--- config.mk ---
export PLATFORM = sky130hd
export DESIGN_NAME = i2c_buserr_ctl
export DESIGN_NICKNAME = d
export VERILOG_FILES = /design/src/rtl/i2c_buserr_ctl.sv
export SDC_FILE = /design/constraint.sdc
export NUM_CORES = 1
export LEC_CHECK = 0
export CAP_MARGIN = 20
export CORE_MARGIN = 2
export CORE_UTILIZATION = 44
export CTS_CLUSTER_SIZE = 12
export DETAILED_ROUTE_END_ITERATION = 7
export PLACE_DENSITY = 0.83
export SLEW_MARGIN = 20
export SYNTH_ARGS = -nofsm -noshare
export SYNTH_HDL_FRONTEND = slang
export SYNTH_SLANG_ARGS = --single-unit
--- constraint.sdc ---
create_clock -name clk -period 1.4 [get_ports clk]
set_input_delay 0.28 -clock clk [delete_from_list [all_inputs] [get_ports clk]]
set_output_delay 0.28 -clock clk [all_outputs]
set_load 0.02 [all_outputs]
--- src/rtl/i2c_buserr_ctl.sv ---
module i2c_buserr_ctl #(
  parameter int          SYNC_STAGES = 2,
  parameter int          CODE_W      = 8,
  parameter int          BYTE_POS    = 9,
  parameter logic [7:0]  IDLE_CODE   = 8'hF8,
  parameter logic [7:0]  BERR_CODE   = 8'h00
) (
  input  logic              clk,
  input  logic              rst_n,
  input  logic              scl_i,
  input  logic              sda_i,
  input  logic              dp_scl_low,
  input  logic              dp_sda_low,
  input  logic              ev_valid,
  input  logic [CODE_W-1:0] ev_code,
  input  logic              ctl_we,
  input  logic              ctl_sta,
  input  logic              ctl_sto,
  input  logic              ctl_aa,
  input  logic              ctl_si,
  output logic              sta_q,
  output logic              sto_q,
  output logic              aa_q,
  output logic              si_q,
  output logic [CODE_W-1:0] status_q,
  output logic              scl_low_o,
  output logic              sda_low_o,
  output logic              nas_o,
  output logic              frame_o
);

  localparam int PW = $clog2(BYTE_POS);
  localparam logic [PW-1:0] POS_LAST = PW'(BYTE_POS - 1);

  logic [SYNC_STAGES-1:0] scl_sync, sda_sync;
  logic scl_p, sda_p;
  logic [PW-1:0] cur_pos, next_pos;
  logic in_frame, err_q, rel_q, hold_scl, hold_sda;
  logic [CODE_W-1:0] code_q;

  wire scl_s     = scl_sync[SYNC_STAGES-1];
  wire sda_s     = sda_sync[SYNC_STAGES-1];
  wire start_det = scl_s && scl_p && sda_p && !sda_s;
  wire stop_det  = scl_s && scl_p && !sda_p && sda_s;
  wire scl_rise  = scl_s && !scl_p;
  wire illegal   = !err_q && in_frame && (start_det || stop_det) && (cur_pos != '0);
  wire recover   = err_q && sto_q && !si_q;
  wire ev_take   = ev_valid && !si_q && !err_q;

  always_ff @(posedge clk or negedge rst_n) begin
    if (!rst_n) begin
      scl_sync <= '1;
      sda_sync <= '1;
      scl_p    <= 1'b1;
      sda_p    <= 1'b1;
    end else begin
      scl_sync <= {scl_sync[SYNC_STAGES-2:0], scl_i};
      sda_sync <= {sda_sync[SYNC_STAGES-2:0], sda_i};
      scl_p    <= scl_s;
      sda_p    <= sda_s;
    end
  end

  always_ff @(posedge clk or negedge rst_n) begin
    if (!rst_n) begin
      in_frame <= 1'b0;
      cur_pos  <= '0;
      next_pos <= '0;
    end else if (recover) begin
      in_frame <= 1'b0;
      cur_pos  <= '0;
      next_pos <= '0;
    end else if (start_det) begin
      in_frame <= 1'b1;
      cur_pos  <= '0;
      next_pos <= '0;
    end else if (stop_det) begin
      in_frame <= 1'b0;
    end else if (scl_rise && in_frame) begin
      cur_pos  <= next_pos;
      next_pos <= (next_pos == POS_LAST) ? '0 : next_pos + 1'b1;
    end
  end

  always_ff @(posedge clk or negedge rst_n) begin
    if (!rst_n) begin
      sta_q <= 1'b0;
      sto_q <= 1'b0;
      aa_q  <= 1'b0;
    end else begin
      if (ctl_we) begin
        sta_q <= ctl_sta;
        sto_q <= ctl_sto;
        aa_q  <= ctl_aa;
      end
      if (recover) sto_q <= 1'b0;
    end
  end

  always_ff @(posedge clk or negedge rst_n) begin
    if (!rst_n) begin
      si_q   <= 1'b0;
      code_q <= IDLE_CODE;
    end else if (illegal) begin
      si_q   <= 1'b1;
      code_q <= BERR_CODE;
    end else if (ev_take) begin
      si_q   <= 1'b1;
      code_q <= ev_code;
    end else if (ctl_we && !ctl_si) begin
      si_q   <= 1'b0;
    end
  end

  always_ff @(posedge clk or negedge rst_n) begin
    if (!rst_n) begin
      err_q    <= 1'b0;
      rel_q    <= 1'b0;
      hold_scl <= 1'b0;
      hold_sda <= 1'b0;
    end else begin
      if (illegal) begin
        err_q    <= 1'b1;
        hold_scl <= scl_low_o;
        hold_sda <= sda_low_o;
      end else if (recover) begin
        err_q    <= 1'b0;
      end
      if (recover)        rel_q <= 1'b1;
      else if (start_det) rel_q <= 1'b0;
    end
  end

  assign status_q  = si_q ? code_q : IDLE_CODE;
  assign scl_low_o = err_q ? hold_scl : (!rel_q && dp_scl_low);
  assign sda_low_o = err_q ? hold_sda : (!rel_q && dp_sda_low);
  assign nas_o     = !err_q;
  assign frame_o   = in_frame;

endmodule

==> results.py <==
metrics = {
    "sta": {
        "setup_ws_ns": -0.180,
        "tightest_slew_ns": 0.302,
        "skew_ns": 0.00848,
        "rsz0062_at_grt": "true",
        "fin_crit_sh_pct": 113,
        "fmax_ghz": 0.633,
        "drv_slew": 0,
        "holdWs_ns": 0.303,
        "finalCriticalPeriod_ns": 1.58,
        "slew_headroom_pct": 79.8,
        "hold_viol": 0,
        "setup_viol": 23,
    },
    "worst_hold_path": {
        "min_path_type": "in -> async",
    },
    "yosys": {
        "yosysTopAreaCell": "dfrtp_1",
        "yosys.area.top_type_share_pct": 34.1,
        "synth_seq_cells": 31,
        "yosys_warnings": 0,
        "synth_ff_type": "dfrtp_1",
        "synth_cells": 126,
        "ys_seq_area_share_pct": 53.8,
        "synth.avg_cell_area_um2": 11.6,
        "synth-edff-count": 0,
        "ys_async_sr_fraction_pct": 100,
        "syn_area_um2": 1470,
        "syn-num-nets": 148,
        "synthTopCellsByArea": "dfrtp_1, dfstp_2, mux2i_1",
        "ys_types": 36,
    },
    "routing": {
        "wl_mm": 4.00,
        "wire_per_inst_um": 17.0,
        "ant_nets": 0,
        "drc": 0,
        "vias": 1229,
        "viasPerCell": 5.23,
        "dr.first_iter.drc_count": 34,
        "firstDrtPassIters": 4,
    },
    "final_layout": {
        "nets": 212,
        "fill_cells": 223,
        "drive_gt1_share_pct": 46.1,
        "area_delta_synth_final_pct": 57.3,
        "antennaDiodeCount": 0,
        "final_cell_area_um2": 2310,
    },
    "clock_network": {
        "cts_max_level": 2,
        "clockBufferDepth": 2,
        "numCtsBuffers": 5,
        "clock_latency_ns": 0.33,
        "cts_hold_buf": 0,
        "cts.clk_slew.worst_paths_ns": 0.10,
        "cts_sinks": 31,
        "tritoncts": "done",
        "cts-root-buf": "clkbuf_4",
    },
    "floorplan": {
        "row_count": 20,
        "core_um2": 3100,
        "die-width_um": 61.8,
        "io_pins": 36,
        "start_util_pct": 47.3,
        "die_height_um": 61.8,
        "dieArea_um2": 3810,
    },
    "critical_path": {
        "endpoint_kind": "flip-flop",
        "rr_worst_depth": 6,
        "r2r_start": "si_q",
        "crit_start": "si_q",
        "crit_fanout": 8,
        "crit_path_start_kind": "flip-flop",
        "crit_arrival_ns": 1.80,
        "cp.required_ns": 1.62,
        "worstSetupPathType": "reg -> reg",
    },
    "pwr": {
        "irDropWorstVdd_mv": 1.27,
        "leakage_nw": 1.06,
        "pwr_density_cell_nw_per_um2": 2140,
        "power.total_mw": 4.94,
    },
    "global_routing": {
        "grt_pass1_wl_mm": 5.78,
        "grt_overflow": 0,
        "grt_pass1_vias": 1250,
        "grt.total_usage_pct": 21.4,
        "grt_max_degree": 32,
        "antenna_found_initial": 0,
    },
    "outcome": {
        "violations": "setup timing",
        "outcome": "finished, violations left",
    },
    "job": {
        "maxCapViolations": 0,
    },
    "placement": {
        "gp_congestion": 0.789,
        "port_buffers": 35,
        "hpwl_mm": 2.45,
        "placed_area_um2": 1930,
    },
}
## registers in the layout, summed over array words and instances (netlist names)
signal and cells:
aa_q 1, code_q 8, cur_pos 4, err_q 1
frame_o 1, hold_scl 1, hold_sda 1, next_pos 4
rel_q 1, scl_p 1, scl_sync 2, sda_p 1
sda_sync 2, si_q 1, sta_q 1, sto_q 1
## cells in the mapped netlist, types with 2 or more instances
| cell type | instances |
|---|---|
| dfrtp_1 | 20 |
| mux2i_1 | 14 |
| dfstp_2 | 11 |
| nand2_1 | 10 |
| nor2_1 | 10 |
| nand2b_1 | 9 |
| nand3_1 | 6 |
| and2_1 | 4 |
| inv_1 | 3 |
| a211o_1 | 2 |
| a21o_1 | 2 |
| and3b_1 | 2 |
| buf_2 | 2 |
| buf_6 | 2 |
| ha_1 | 2 |
| mux2_1 | 2 |
| mux2_2 | 2 |
| nand3b_1 | 2 |
| nor2b_1 | 2 |
| nor3b_1 | 2 |
| o21ai_0 | 2 |
## through the flow
stage	instances	util, %	setup TNS, ns	setup slack [ns]
floorplan	126	-	-0.0349	-0.0174
global placement	210	62.3	-3.27	-0.429
detailed placement	210	62.3	-4.51	-0.541
CTS	225	68.7	-1.31	-0.170
global route	235	74.4	-3.26	-0.212
finish	235	74.4	-1.91	-0.180
## worst max-delay path, stage by stage, from the launching register on
cell and delay (ns):
dfrtp_2 0.47, buf_6 0.16, buf_6 0.12, nor3b_4 0.21, buf_6 0.19, mux2i_1 0.24
nor2_1 0.08
## metal layers
layer | GRT usage (%) | up-vias | share of wire [%]
met5 | 0 | - | 0
met4 | 5.47 | 0 | 1.2
met3 | 7.25 | 7 | 5.7
met2 | 39.4 | 42 | 56
met1 | 23.5 | 612 | 37
li1 | - | 568 | -
## cells by family (layout without fill, tap and decap cells)
| group | count (synthesis) | after routing | synth area share (%) |
|---|---|---|---|
| adders and majority gates | 2 | 2 | 1.70 |
| AOI/OAI and AO/OA | 13 | 13 | 6.65 |
| buffers and inverters | 8 | 73 | 3.24 |
| muxes | 18 | 18 | 12.6 |
| DFF | 31 | 31 | 53.8 |
| xor gates and xnor gates | 1 | 1 | 0.597 |
| and+or+nand+nor | 53 | 53 | 21.4 |
## placed cells by master, fill, tap and decap left out, types with 5 or more instances in the layout
cell,synthesis,final
buf_4,0,11
nor2_1,10,10
buf_6,2,26
nand2b_4,0,6
nand2_1,10,8
dfrtp_1,20,17
mux2i_1,14,14
clkdlybuf4s50_1,0,19
clkbuf_4,0,5
nand3_1,6,5
dfstp_2,11,11
## final timing paths
check	endpoint	slack, ns
max	code_q[1]	-0.18
min	next_pos[1]	0.30
max reg2reg	code_q[1]	-0.18
min reg2reg	scl_sync[1]	0.36
max in group asynchronous	code_q[4]	0.85
min in group clk	sda_sync[0]	0.35
## power breakdown
| group | leakage (nW) | internal, mW | switching (mW) |
|---|---|---|---|
| registers | 0.354 | 1.29 | 0.341 |
| logic | 0.671 | 1.46 | 1.17 |
| clock network | 0.0395 | 0.379 | 0.308 |
## cell type report
| cell class | instances | area [um^2] | share of cell area, % |
|---|---|---|---|
| clock buffers | 7 | 45.0 | 1.95 |
| repair buffers | 62 | 623 | 27.0 |
| inverters | 3 | 13.8 | 0.596 |
| well taps | 44 | 55.1 | 2.38 |
| flip-flops and latches | 31 | 793 | 34.4 |
| clock inverters | 1 | 30.0 | 1.30 |
| multi-input cells | 87 | 748 | 32.4 |
## what timing repair did
action | CTS | global route
buffers inserted | 7 | 8
pin swaps | 3 | 7
gates cloned | 0 | 2
resized for setup | 90 | 33
endpoints found under the setup margin | 34 | 35
Note: power is estimated with default switching activity, not from simulation.
